$ cat src/rtl/trc_port_pkg.sv
package trc_port_pkg;

  localparam int unsigned BYTE_W = 8;
  localparam logic [7:0]  PAD_BYTE = 8'h00;

  typedef enum logic [2:0] {
    SZ_NIB = 3'd0,
    SZ_B1  = 3'd1,
    SZ_B2  = 3'd2,
    SZ_B3  = 3'd3,
    SZ_B4  = 3'd4
  } trc_size_e;

  // Codes beyond the widest port map onto the widest port.
  function automatic logic [2:0] clamp_code(input logic [3:0] code);
    return (code > 4'd4) ? 3'd4 : code[2:0];
  endfunction

endpackage

$ cat src/rtl/trc_rst_sync.sv
module trc_rst_sync (
  input  logic clk,
  input  logic rst_n,
  output logic rst_sync_n
);
  logic [1:0] stage_q;

  always_ff @(posedge clk or negedge rst_n) begin
    if (!rst_n) stage_q <= 2'b00;
    else        stage_q <= {stage_q[0], 1'b1};
  end

  assign rst_sync_n = stage_q[1];
endmodule

$ cat src/rtl/trc_size_sel.sv
module trc_size_sel
  import trc_port_pkg::*;
(
  input  logic [3:0] size_req,
  input  logic [3:0] size_max,
  output trc_size_e  size_eff
);
  logic [2:0] req_c;
  logic [2:0] max_c;

  always_comb begin
    req_c    = clamp_code(size_req);
    max_c    = clamp_code(size_max);
    size_eff = trc_size_e'((req_c < max_c) ? req_c : max_c);
  end
endmodule

$ cat src/rtl/trc_fifo.sv
module trc_fifo #(
  parameter int unsigned DEPTH = 16,
  parameter int unsigned PEEK  = 4,
  localparam int unsigned AW = $clog2(DEPTH),
  localparam int unsigned CW = $clog2(DEPTH + 1),
  localparam int unsigned PW = $clog2(PEEK + 1)
) (
  input  logic                 clk,
  input  logic                 rst_n,
  input  logic                 push_vld,
  input  logic [7:0]           push_byte,
  input  logic [PW-1:0]        pop_cnt,
  output logic [PEEK-1:0][7:0] peek,
  output logic [CW-1:0]        count,
  output logic                 overflow
);
  // DEPTH is a power of two so the pointers wrap by themselves.
  logic [7:0]    mem [DEPTH];
  logic [AW-1:0] wr_q, wr_n, rd_q, rd_n;
  logic [CW-1:0] cnt_q, cnt_n;
  logic          ovf_q, ovf_n;
  logic          push_ok;

  always_comb begin
    push_ok = push_vld && (cnt_q < CW'(DEPTH));
    wr_n    = wr_q + AW'(push_ok);
    rd_n    = rd_q + AW'(pop_cnt);
    cnt_n   = cnt_q + CW'(push_ok) - CW'(pop_cnt);
    ovf_n   = ovf_q | (push_vld & ~push_ok);
  end

  always_ff @(posedge clk or negedge rst_n) begin
    if (!rst_n) begin
      wr_q  <= '0;
      rd_q  <= '0;
      cnt_q <= '0;
      ovf_q <= 1'b0;
    end else begin
      wr_q  <= wr_n;
      rd_q  <= rd_n;
      cnt_q <= cnt_n;
      ovf_q <= ovf_n;
    end
  end

  always_ff @(posedge clk) begin
    if (push_ok) mem[wr_q] <= push_byte;
  end

  for (genvar gi = 0; gi < PEEK; gi++) begin : g_peek
    assign peek[gi] = mem[rd_q + AW'(gi)];
  end

  assign count    = cnt_q;
  assign overflow = ovf_q;

  assert_no_underflow_R10: assert property (@(posedge clk) disable iff (!rst_n)
    CW'(pop_cnt) <= cnt_q);
  assert_count_bound_R10: assert property (@(posedge clk) disable iff (!rst_n)
    cnt_q <= CW'(DEPTH));
  assert_ovf_sticky_R10: assert property (@(posedge clk) disable iff (!rst_n)
    ovf_q |=> ovf_q);
endmodule

$ cat src/rtl/trc_beat.sv
module trc_beat
  import trc_port_pkg::*;
#(
  parameter int unsigned LANES = 4,
  parameter int unsigned CW    = 5,
  localparam int unsigned PW = $clog2(LANES + 1),
  localparam int unsigned DW = LANES * BYTE_W
) (
  input  logic                  clk,
  input  logic                  rst_n,
  input  logic                  adv,
  input  logic                  trace_en,
  input  trc_size_e             size,
  input  logic                  trig_req,
  input  logic [CW-1:0]         count,
  input  logic [LANES-1:0][7:0] peek,
  output logic [PW-1:0]         pop_cnt,
  output logic                  ctl,
  output logic [DW-1:0]         data,
  output logic                  valid,
  output logic                  trig,
  output logic                  nib_busy
);
  localparam logic [DW-1:0] IDLE_WORD = DW'(1);

  logic          ctl_q, ctl_n, valid_q, valid_n, trig_q, trig_n;
  logic [DW-1:0] data_q, data_n;
  logic          phase_q, phase_n, pend_q, pend_n;
  logic [3:0]    hin_q, hin_n;
  logic [CW-1:0] want, take;
  logic          emit;

  always_comb begin
    want    = (size == SZ_NIB) ? CW'(1) : CW'(size);
    take    = (count < want) ? count : want;
    ctl_n   = ctl_q;
    data_n  = data_q;
    valid_n = valid_q;
    trig_n  = trig_q;
    phase_n = phase_q;
    hin_n   = hin_q;
    pop_cnt = '0;
    emit    = 1'b0;
    if (adv) begin
      if (phase_q) begin
        ctl_n       = 1'b0;
        data_n      = '0;
        data_n[3:0] = hin_q;
        valid_n     = 1'b1;
        trig_n      = 1'b0;
        phase_n     = 1'b0;
      end else if (!trace_en || (!pend_q && count == '0)) begin
        ctl_n   = 1'b1;
        data_n  = IDLE_WORD;
        valid_n = 1'b0;
        trig_n  = 1'b0;
      end else if (pend_q) begin
        ctl_n   = 1'b1;
        data_n  = '0;
        valid_n = 1'b1;
        trig_n  = 1'b1;
        emit    = 1'b1;
      end else if (size == SZ_NIB) begin
        ctl_n       = 1'b0;
        data_n      = '0;
        data_n[3:0] = peek[0][3:0];
        hin_n       = peek[0][7:4];
        valid_n     = 1'b1;
        trig_n      = 1'b0;
        phase_n     = 1'b1;
        pop_cnt     = PW'(1);
      end else begin
        ctl_n   = 1'b0;
        valid_n = 1'b1;
        trig_n  = 1'b0;
        for (int i = 0; i < LANES; i++) begin
          data_n[i*BYTE_W +: BYTE_W] = (CW'(i) < take) ? peek[i] : PAD_BYTE;
        end
        pop_cnt = PW'(take);
      end
    end
    pend_n = (pend_q & ~emit) | trig_req;
  end

  always_ff @(posedge clk or negedge rst_n) begin
    if (!rst_n) begin
      ctl_q   <= 1'b1;
      data_q  <= IDLE_WORD;
      valid_q <= 1'b0;
      trig_q  <= 1'b0;
      phase_q <= 1'b0;
      hin_q   <= '0;
      pend_q  <= 1'b0;
    end else begin
      ctl_q   <= ctl_n;
      data_q  <= data_n;
      valid_q <= valid_n;
      trig_q  <= trig_n;
      phase_q <= phase_n;
      hin_q   <= hin_n;
      pend_q  <= pend_n;
    end
  end

  assign ctl      = ctl_q;
  assign data     = data_q;
  assign valid    = valid_q;
  assign trig     = trig_q;
  assign nib_busy = phase_q;

  assert_hold_R6: assert property (@(posedge clk) disable iff (!rst_n)
    !adv |=> ($stable(ctl_q) && $stable(data_q) && $stable(valid_q) && $stable(trig_q)));
  assert_valid_enc_R5: assert property (@(posedge clk) disable iff (!rst_n)
    valid_q == (!ctl_q || !data_q[0]));
  assert_trig_enc_R4: assert property (@(posedge clk) disable iff (!rst_n)
    trig_q == (ctl_q && !data_q[0]));
  assert_nib_second_R8: assert property (@(posedge clk) disable iff (!rst_n)
    (phase_q && adv) |=> (!ctl_q && valid_q && !phase_q));
  assert_no_drain_off_R3: assert property (@(posedge clk) disable iff (!rst_n)
    (!trace_en && !phase_q) |-> (pop_cnt == '0));
endmodule

$ cat src/rtl/trc_port.sv
module trc_port
  import trc_port_pkg::*;
#(
  parameter int unsigned LANES = 4,
  parameter int unsigned DEPTH = 16,
  localparam int unsigned DW = LANES * BYTE_W,
  localparam int unsigned CW = $clog2(DEPTH + 1),
  localparam int unsigned PW = $clog2(LANES + 1)
) (
  input  logic          clk,
  input  logic          rst_n,
  input  logic          push_vld,
  input  logic [7:0]    push_byte,
  input  logic          trig_req,
  input  logic          trace_en,
  input  logic [3:0]    size_req,
  input  logic [3:0]    size_max,
  input  logic          out_ready,
  input  logic          standby_req,
  output logic          trc_ctl,
  output logic [DW-1:0] trc_data,
  output logic          trc_valid,
  output logic          trc_trigger,
  output logic          port_en,
  output logic          standby_ready_n,
  output logic          overflow
);
  logic                  rst_i_n;
  trc_size_e             size_eff;
  logic [PW-1:0]         pop_cnt;
  logic [LANES-1:0][7:0] peek;
  logic [CW-1:0]         fifo_cnt;
  logic                  nib_busy;
  logic                  port_en_q;

  trc_rst_sync u_rst (
    .clk        (clk),
    .rst_n      (rst_n),
    .rst_sync_n (rst_i_n)
  );

  trc_size_sel u_size (
    .size_req (size_req),
    .size_max (size_max),
    .size_eff (size_eff)
  );

  trc_fifo #(.DEPTH(DEPTH), .PEEK(LANES)) u_fifo (
    .clk       (clk),
    .rst_n     (rst_i_n),
    .push_vld  (push_vld),
    .push_byte (push_byte),
    .pop_cnt   (pop_cnt),
    .peek      (peek),
    .count     (fifo_cnt),
    .overflow  (overflow)
  );

  trc_beat #(.LANES(LANES), .CW(CW)) u_beat (
    .clk      (clk),
    .rst_n    (rst_i_n),
    .adv      (out_ready),
    .trace_en (trace_en),
    .size     (size_eff),
    .trig_req (trig_req),
    .count    (fifo_cnt),
    .peek     (peek),
    .pop_cnt  (pop_cnt),
    .ctl      (trc_ctl),
    .data     (trc_data),
    .valid    (trc_valid),
    .trig     (trc_trigger),
    .nib_busy (nib_busy)
  );

  always_ff @(posedge clk or negedge rst_i_n) begin
    if (!rst_i_n) port_en_q <= 1'b0;
    else          port_en_q <= trace_en;
  end

  assign port_en         = port_en_q;
  assign standby_ready_n = ~(standby_req & (fifo_cnt == '0) & ~nib_busy);

  assert_standby_empty_R11: assert property (@(posedge clk) disable iff (!rst_i_n)
    !standby_ready_n |-> (fifo_cnt == '0 && !nib_busy));
  assert_clamp_R7: assert property (@(posedge clk) disable iff (!rst_i_n)
    (3'(size_eff) <= clamp_code(size_max)) && (3'(size_eff) <= clamp_code(size_req)));
  assert_freeze_R6: assert property (@(posedge clk) disable iff (!rst_i_n)
    !out_ready |-> (pop_cnt == '0));
endmodule

$ cat config.mk
export PLATFORM = sky130hd
export DESIGN_NAME = trc_port
export DESIGN_NICKNAME = d
export VERILOG_FILES = /design/src/rtl/trc_port_pkg.sv /design/src/rtl/trc_rst_sync.sv /design/src/rtl/trc_size_sel.sv /design/src/rtl/trc_fifo.sv /design/src/rtl/trc_beat.sv /design/src/rtl/trc_port.sv
export SDC_FILE = /design/constraint.sdc
export NUM_CORES = 1
export LEC_CHECK = 0
export BUFFER_PORTS_ARGS = -buffer_cell sky130_fd_sc_hd__buf_2
export CAP_MARGIN = 20
export CORE_MARGIN = 2
export CORE_UTILIZATION = 55
export DETAILED_ROUTE_END_ITERATION = 8
export HOLD_SLACK_MARGIN = 0.03
export PLACE_DENSITY = 0.81
export SKIP_CTS_REPAIR_TIMING = 1
export SLEW_MARGIN = 10
export SYNTH_ARGS = -nofsm -noshare
export SYNTH_HDL_FRONTEND = slang
export SYNTH_SLANG_ARGS = --single-unit
$ cat constraint.sdc
create_clock -name clk -period 1.6 [get_ports clk]
set_input_delay 0.08 -clock clk [delete_from_list [all_inputs] [get_ports clk]]
set_output_delay 0.08 -clock clk [all_outputs]
set_load 0.02 [all_outputs]
==> reports/results.ini, run 1 <==
[outcome]
outcome = finished, violations left
violations = setup timing

[layout]
area_growth_pct = 38.3
drive_gt1_share_pct = 63.1
final_area_um2 = 15200
fillers = 949
fin_util_pct = 77.9
register_area_um2 = 5310
n_antenna_cell = 0
multiInputGateArea_um2 = 5980
layout.nets = 1005

[synthesis]
synth_fp_nets = 717
synth_edf_count = 128
yosysSeqAreaShare_pct = 48.2
yosys_warnings = 0
synth_seq_cells = 186
synthArstFlopShare_pct = 31.2
avgSynthCellArea_um2 = 16.4
netlist_instances = 670
synth-main-ff-cell = edfxtp_1
synth_cell_types = 65
syn_area_um2 = 11000

[cts]
clk_pin_slew_ps = 90
clock-sinks = 186
tritoncts = yes
cts_made_buffers = 17
clk_latency_ps = 470
cts_root_buffer = clkbuf_16
cts.htree.levels = 4
clockBufferDepth = 2

[pwr]
vdd_ir_drop_max_v = 0.00122
p_per_area_nw_per_um2 = 2050
p_leak_nw = 5.83

[sta]
skew_ps = 23.4
finalHoldViolCount = 0
tns_ps = -60530
fin_crit_ps = 3240
max_freq_ghz = 0.309
tightest_slew_ps = 549
drv_slew = 0
fin_crit_sh_pct = 202
setup_ws_ps = -1640
rsz0062_at_grt = true
setup-violations-final = 162
max_slew_margin_pct = 63.2

[setup_path]
crit_start = size_req[3]
cp.arrival_ps = 3630
setup.worst_path.start_class = input pin
path_max_fanout = 4
crit_top_cell = buf_6
end_kind = register
path_cells = buf_6 -> or2_4 -> nor2_4 -> ha_4 -> nor2b_4 -> o21ai_4 -> a21o_4 -> nand2_4 -> inv_2 -> ha_4 -> o21a_1 -> buf_6 -> nor2_4 -> a31oi_4 -> a21oi_2 -> nor2_2 -> o31ai_2 -> ha_1 -> ha_4 -> buf_6 -> buf_6 -> a21oi_2 -> xnor2_1
slowest_stage = ha_1
critPathMaxStageDelay_ps = 350
cp_data_required_time_ps = 2000
r2r_start = u_fifo.count[2]
critPathKind = input pin to register

[drt]
viasPerCell = 7.45
dr.pass1.iters = 6
drt_iter0_markers = 1146
wire_per_inst_um = 33.1
drc = 0
antenna_left = 0
finalWirelength_mm = 40.9
vias = 9205

[die]
io_pins = 61
start_util_pct = 56.3
die_height_um = 145
rows = 51
fp.dieW_um = 145
core_area_um2 = 19500
dieArea_um2 = 21100

[run]
maxCapViolCount = 0

[placement]
gp_congestion = 0.858
portBuffers = 60
dp_hpwl_mm = 23.3
place_area_um2 = 13300
post-place-ws_ps = -2100

[worst_hold_path]
hp-class = input pin to register
min_from = push_byte[5]

[global_route]
grt_pass1_wl_mm = 49.0
antenna_found_initial = 1
grt_max_degree = 57
grt_pass1_vias = 8569
grt-ovfl-total = 0
grt_usage_pct = 31.2

[cell usage after synthesis (all sizes together), types with 2 or more instances]
cell type,instances,share of area (%)
a211o,2,0.16
a211oi,3,0.20
a21o,9,0.68
a21oi,23,1.1
a22o,4,0.32
a31oi,6,0.40
buf,30,1.9
clkbuf,14,0.48
dfrtp,56,13
dfstp,2,0.48
edfxtp,128,35
fa,2,0.36
ha,22,2.5
inv,33,1.1
mux2,20,2.2
mux2i,16,1.5
mux4,144,30
nand2,25,0.85
nand2b,4,0.23
nand3,9,0.50
nand4,2,0.11
nor2,32,1.1
nor2b,4,0.23
nor3,5,0.33
o211ai,9,0.61
o21ai,7,0.46
o2bb2ai,16,1.3
o31a,2,0.16
o31ai,2,0.26
o32ai,8,0.64
or2,3,0.17
or3,2,0.16
xnor2,5,0.40
xor2,7,0.63
[layout by cell type, fill, tap and decap left out, types with 5 or more instances in the layout]
cell / count
a21o_1: 8
a21oi_1: 16
a21oi_2: 5
buf_12: 30
buf_2: 57
buf_4: 173
buf_6: 30
clkbuf_16: 24
dfrtp_1: 52
dlygate4sd3_1: 12
edfxtp_1: 128
ha_1: 12
ha_4: 9
inv_1: 29
inv_8: 8
mux2_2: 15
mux2_4: 5
mux2i_1: 16
mux4_2: 144
nand2_1: 17
nand3_2: 5
nor2_1: 13
nor2_4: 16
nor3_4: 5
o211ai_1: 9
o2bb2ai_1: 7
o2bb2ai_2: 8
o32ai_2: 5
xnor2_1: 5
[report_power, final]
| group | internal (W) | leakage (nW) | total, W | switching (W) |
|---|---|---|---|---|
| clock network | 0.00209 | 0.280 | 0.00423 | 0.00214 |
| registers | 0.00572 | 1.89 | 0.00618 | 0.000461 |
| logic | 0.0105 | 3.65 | 0.0207 | 0.0102 |
| total | 0.0184 | 5.83 | 0.0311 | 0.0128 |
[worst max-delay path: cells and delay by family]
kind | cells | cell delay [ps]
compound gates | 7 | 1070
fa+ha+maj | 4 | 1000
buf+inv | 5 | 480
simple gates | 6 | 850
xor+xnor | 1 | 130
[final cells by class]
cell class,instances,area share (%)
sequential,186,34.9
multi-input combinational,407,39.3
clock buffer,17,2.80
timing repair buffer,313,19.1
clock inverter,15,0.962
tap,265,2.18
inverter,33,0.831
[worst paths after layout]
check                      cells past startpoint  slack (ps)                 to
max in group asynchronous                      1         990     u_beat.data[0]
min                                            1          40  u_fifo.mem[10][5]
max                                           23       -1640    u_fifo.count[3]
min in group asynchronous                      1         260     u_beat.data[8]
min reg2reg                                    1         260     u_beat.data[8]
max reg2reg                                   14       -1380    u_fifo.count[3]
[registers in the layout (all words and copies together), names as in the netlist]
name and count:
u_fifo.wr_q 4, u_fifo.mem 128, u_beat.data 32, u_beat.nib_busy 1
u_beat.pend_q 1, u_beat.trig 1, u_beat.hin_q 4, u_fifo.rd_q 4
u_fifo.count 5, u_beat.ctl 1, u_beat.valid 1, u_fifo.overflow 1
port_en 1, u_rst.stage_q 2
[routing by layer]
metal	part of all wire, %	vias up	global-route usage [%]
li1	-	3364	-
met1	31	4520	37.1
met2	49	1040	52.3
met3	13	279	9.18
met4	8.0	2	15.6
met5	0.020	-	0
[logic make-up (layout without fill, tap and decap cells)]
group,after synthesis,in the layout,synth area share [%]
xor gates and xnor gates,12,12,1.02
buffers and inverters,77,378,3.51
adders and majority gates,24,24,2.87
muxes,180,180,33.3
AOI/OAI and AO/OA,98,98,6.83
DFF,186,186,48.2
and+or+nand+nor,92,92,4.28
other,1,1,0.0341
[per-stage QoR]
step | hold WS (ps) | cells | power (W)
2_1_floorplan | -216 | 670 | 0.0165
3_3_place_gp | -135 | 1140 | 0.0218
3_5_place_dp | -132 | 1140 | 0.0225
4_1_cts | -614 | 1172 | 0.0267
5_1_grt | 43.7 | 1236 | 0.0318
6_report | 44.2 | 1236 | 0.0311
(Power assumes the default switching activity.)
==> run 2: changes to the inputs <==
TNS_END_PERCENT = 10   (was default)
==> run 2 against run 1 <==
The flow still finishes with violations (setup timing). Largest power group unchanged. Wire length fell by 21%. Maximum frequency rose by 4.2%. Combinational power fell by 16%.
==> reports/results.ini, run 2 (synthesis results as in run 1) <==
[outcome]
outcome = finished, violations left
violations = setup timing

[cts]
cts.htree.levels = 4  ; unchanged
clockBufferDepth = 2  ; unchanged
clk_latency_ps = 450  ; -20 ps
tritoncts = yes
clk_pin_slew_ps = 70  ; -20 ps
cts_made_buffers = 17  ; unchanged
cts_root_buffer = clkbuf_16
clock-sinks = 186  ; unchanged

[layout]
fin_util_pct = 73.7  ; -4.2 points
largest_register = u_fifo.mem
fillers = 1099  ; +16%
area_growth_pct = 30.8
largest_reg_flops = 128  ; unchanged
layout_commonest_cell = buf_4
final_cell_mix = 163 x buf_4, 140 x mux4_2, 128 x edfxtp_1
n_antenna_cell = 0  ; unchanged
layout.nets = 967  ; -3.8%
drive_gt1_share_pct = 59.6  ; -3.5 points
final_area_um2 = 14400  ; -5.4%

[drt]
wire_per_inst_um = 27.0  ; -19%
finalWirelength_mm = 32.3  ; -21%
vias = 8134  ; -12%
antenna_left = 0  ; unchanged
viasPerCell = 6.79  ; -8.8%
dr.pass1.iters = 5  ; -1
drc = 0  ; unchanged
drt_iter0_markers = 915  ; -20%

[placement]
portBuffers = 60  ; unchanged
gp_congestion = 0.913  ; +6.4%
post-place-ws_ps = -2020  ; +72.7 ps
dp_hpwl_mm = 22.3  ; -4.4%
place_area_um2 = 13200  ; -0.48%

[pwr]
p_total_w = 0.0278  ; -11%
vdd_ir_drop_max_v = 0.00103  ; -15%
p_leak_nw = 5.53  ; -5.1%
p_per_area_nw_per_um2 = 1930  ; -5.7%

[sta]
rsz0062_at_grt = true
drv_slew = 0  ; unchanged
skew_ps = 14.5  ; -8.87 ps
setup-violations-final = 92  ; -43%
max_freq_ghz = 0.322  ; +4.2%
fin_crit_ps = 3110  ; -130 ps
finalHoldViolCount = 0  ; unchanged
setup_ws_ps = -1510  ; +130 ps
fin_crit_sh_pct = 194  ; -8.1 points
timing.hold.ws_ps = 12.7  ; -31.5 ps

[die]
dieArea_um2 = 21100  ; unchanged
rows = 51  ; unchanged
core_area_um2 = 19500  ; unchanged
start_util_pct = 56.3  ; unchanged
io_pins = 61  ; unchanged
fp.dieW_um = 145  ; unchanged
die_height_um = 145  ; unchanged

[setup_path]
crit_top_cell = ha_4
path_max_fanout = 3  ; -1
end_kind = register
slowest_stage = fa_2
critPathMaxStageDelay_ps = 390  ; +40 ps
cp_data_required_time_ps = 1970  ; -30 ps
critPathBufInv = 3  ; -2
path_cells = buf_2 -> or2_4 -> nor2_4 -> ha_4 -> nor2b_4 -> nor2_4 -> a21o_4 -> nand2_4 -> inv_2 -> ha_4 -> o21a_1 -> or2_4 -> nand2_2 -> nand2_2 -> a21oi_2 -> ha_1 -> inv_2 -> ha_4 -> fa_2 -> a21o_1 -> a21oi_2 -> xor2_1
setup.worst_path.start_class = input pin
critPathKind = input pin to register
crit_family = adder cells
cp.arrival_ps = 3470  ; -160 ps

[worst_hold_path]
hp-class = input pin to register

[run]
maxCapViolCount = 0  ; unchanged

[global_route]
antenna_found_initial = 0  ; -1
grt_pass1_wl_mm = 48.0  ; -2.1%
grt_pass1_vias = 8153  ; -4.9%
grt_usage_pct = 30.3  ; -0.84 points
grt-ovfl-total = 0  ; unchanged
grt_max_degree = 52  ; -8.8%

run 2: cell count changes in the layout (fill, tap and decap cells not counted), moves of 4 or more:
| cell | previous run | this run |
|---|---|---|
| buf_12 | 30 | 18 |
| buf_4 | 173 | 163 |
| buf_6 | 30 | 26 |
| clkbuf_16 | 24 | 19 |
| inv_8 | 8 | 2 |
| mux4_1 | 0 | 4 |
| mux4_2 | 144 | 140 |
| nor2_1 | 13 | 19 |
| nor2_2 | 3 | 8 |
| nor2_4 | 16 | 5 |
run 2: per-layer routing:
layer / up-vias / track usage [%] / wire length (um)
li1: 3285 / - / -
met4: 0 / 13.4 / 1550
met3: 136 / 7.87 / 3190
met2: 589 / 50.4 / 16300
met5: - / 0 / 0
met1: 4124 / 38.1 / 11300
run 2: layout make-up:
class | count | area [um^2] | share of cell area [%]
clock buffer | 20 | 479 | 3.33
clock inverter | 12 | 121 | 0.843
inverter | 33 | 124 | 0.861
multi-input combinational | 407 | 5770 | 40.1
sequential | 186 | 5300 | 36.9
tap | 265 | 332 | 2.30
timing repair buffer | 275 | 2260 | 15.7
run 2: final timing paths:
path | slack, ps | depth (start not counted) | to | start
max in group asynchronous | 950 | 1 | u_beat.data[0] | u_rst.stage_q[1]
min in group asynchronous | 100 | 0 | u_fifo.overflow | u_rst.stage_q[1]
worst min register to register | 100 | 0 | u_fifo.overflow | u_rst.stage_q[1]
worst max register to register | -1250 | 11 | u_fifo.count[4] | u_fifo.count[2]
worst min-delay path | 10 | 1 | u_fifo.mem[12][6] | push_byte[6]
worst max-delay path | -1510 | 22 | u_fifo.count[4] | size_req[2]
run 2: metrics by stage:
step	instances	setup TNS [ps]
floorplan	670	-66310
global placement	1150	-68790
detailed placement	1150	-75660
CTS	1182	-60480
global route	1198	-48430
finish	1198	-39160
run 2: power breakdown:
part	internal (W)	switching, W	leakage [nW]	total (W)
logic	0.00914	0.00821	3.34	0.0173
clock network	0.00225	0.00201	0.296	0.00426
registers	0.00571	0.000459	1.89	0.00617
total	0.0171	0.0107	5.53	0.0278
==> run 3: changes to the inputs <==
CTS_CLUSTER_DIAMETER = 50   (was default)
SETUP_SLACK_MARGIN = 0.3   (was default)
==> run 3 against run 2 <==
The flow still finishes with violations (setup timing). Maximum frequency decreased by 0.64%. Sequential cell count is the same. Power up 3.7%. Via count rose by 2.4%. Critical endpoint unchanged. Largest power group unchanged. Highest routed layer unchanged.
==> reports/results.ini, run 3 (synthesis results as in run 1) <==
[drt]
drt_iter0_markers = 1040  ; +14%
antenna_left = 0  ; unchanged
vias = 8329  ; +2.4%
finalWirelength_mm = 34.2  ; +6.0%
drc = 0  ; unchanged
wire_per_inst_um = 28.1  ; +4.4%
dr.pass1.iters = 5  ; unchanged
viasPerCell = 6.85  ; +0.88%

[placement]
dp_hpwl_mm = 23.4  ; +5.0%
place_area_um2 = 13400  ; +1.4%
portBuffers = 60  ; unchanged
gp_congestion = 0.930  ; +1.8%

[cts]
tritoncts = yes
clk_latency_ps = 450  ; about the same
cts.htree.levels = 4  ; unchanged
clockBufferDepth = 2  ; unchanged
cts_made_buffers = 17  ; unchanged
cts_root_buffer = clkbuf_16
clk_pin_slew_ps = 80  ; about the same
clock-sinks = 186  ; unchanged

[setup_path]
critPathMaxStageDelay_ps = 360  ; -30 ps
setup.worst_path.start_class = input pin
crit_top_cell = ha_4
rrSetupSlack_ps = -1350  ; -100 ps
end_kind = register
path_cells = buf_2 -> nor2_4 -> nand2_2 -> ha_4 -> nor2b_4 -> o21ai_4 -> a21o_4 -> nand2_4 -> inv_2 -> ha_4 -> o21a_4 -> or2_4 -> nand2_4 -> nand2_4 -> a21oi_4 -> ha_4 -> inv_2 -> ha_4 -> fa_2 -> a21o_1 -> a21oi_2 -> xor2_1
cp_data_required_time_ps = 1980  ; about the same
path_max_fanout = 3  ; unchanged
cp.arrival_ps = 3500  ; +30 ps
slowest_stage = fa_2
critPathKind = input pin to register

[sta]
setup_ws_ps = -1530  ; -20.1 ps
drv_slew = 0  ; unchanged
setup-violations-final = 114  ; +24%
timing.hold.ws_ps = 10.3  ; -2.41 ps
max_freq_ghz = 0.320  ; -0.64%
fin_crit_sh_pct = 195  ; +1.3 points
rsz0062_at_grt = true
fin_crit_ps = 3130  ; +20.1 ps
finalHoldViolCount = 0  ; unchanged
skew_ps = 11.0  ; -3.46 ps

[die]
core_area_um2 = 19500  ; unchanged
io_pins = 61  ; unchanged
start_util_pct = 56.3  ; unchanged
dieArea_um2 = 21100  ; unchanged
fp.dieW_um = 145  ; unchanged
die_height_um = 145  ; unchanged
rows = 51  ; unchanged

[layout]
layout.nets = 984  ; +1.8%
area_growth_pct = 34.7
final_area_um2 = 14800  ; +3.0%
drive_gt1_share_pct = 62.0  ; +2.4 points
largest_reg_flops = 128  ; unchanged
final_cell_mix = 177 x buf_4, 139 x mux4_2, 128 x edfxtp_1
layout_commonest_cell = buf_4
fillers = 1048  ; -4.6%
largest_register = u_fifo.mem

[pwr]
p_per_area_nw_per_um2 = 1940  ; +0.73%
vdd_ir_drop_max_v = 0.00108  ; +4.7%
p_leak_nw = 5.67  ; +2.6%

[global_route]
grt_pass1_wl_mm = 48.8  ; +1.7%
grt_usage_pct = 31.0  ; +0.70 points
grt_max_degree = 43  ; -17%
grt-ovfl-total = 0  ; unchanged
grt_pass1_vias = 8205  ; +0.64%
antenna_found_initial = 1  ; +1

[outcome]
violations = setup timing
outcome = finished, violations left

[worst_hold_path]
hp-class = input pin to register

[run]
maxCapViolCount = 0  ; unchanged

run 3: final timing paths:
check,start,endpoint,cells after the start
max in group asynchronous,u_rst.stage_q[1],u_beat.ctl,1
max reg2reg,u_fifo.count[2],u_fifo.count[4],11
min,push_byte[1],u_fifo.mem[9][1],1
min reg2reg,u_rst.stage_q[1],u_fifo.overflow,0
min in group asynchronous,u_rst.stage_q[1],u_fifo.overflow,0
max,size_max[3],u_fifo.count[4],22
run 3: cell type report:
| cell class | count | area, um^2 | share of cell area [%] |
|---|---|---|---|
| Antenna cell | 1 | 2.50 | 0.0169 |
| Clock buffer | 17 | 425 | 2.87 |
| Clock inverter | 15 | 196 | 1.33 |
| Inverter | 33 | 124 | 0.836 |
| Multi-Input combinational cell | 407 | 5960 | 40.2 |
| Sequential cell | 186 | 5310 | 35.8 |
| Tap cell | 265 | 332 | 2.24 |
| Timing Repair Buffer | 292 | 2470 | 16.7 |
run 3: where the power goes:
| part | switching, W | internal (W) |
|---|---|---|
| Clock | 0.00208 | 0.00226 |
| Sequential | 0.000472 | 0.00571 |
| Combinational | 0.00882 | 0.00947 |
| Total | 0.0114 | 0.0174 |
run 3: per-layer routing:
metal,vias to the layer above,track usage (%),part of all wire [%]
met1,4222,39.4,34
met5,-,0,0
li1,3317,-,-
met2,659,52.3,51
met4,0,13.5,4.7
met3,131,6.71,10
run 3: critical path, delay by kind of cell:
kind / cells / cell delay (ps)
fa+ha+maj: 5 / 1130
compound gates: 6 / 1070
simple gates: 7 / 860
buf+inv: 3 / 190
xor+xnor: 1 / 150
run 3: per-stage QoR:
step | power (W) | worst slack [ps] | instances | setup TNS (ps) | util, %
finish | 0.0288 | -1530 | 1216 | -47000 | 75.9
global route | 0.0298 | -1600 | 1215 | -52530 | 75.9
CTS | 0.0271 | -1660 | 1197 | -66680 | 71.8
detailed placement | 0.0227 | -2120 | 1165 | -79760 | 68.6
global placement | 0.0221 | -1900 | 1165 | -72390 | 68.6
floorplan | 0.0162 | -1810 | 670 | -62790 | -
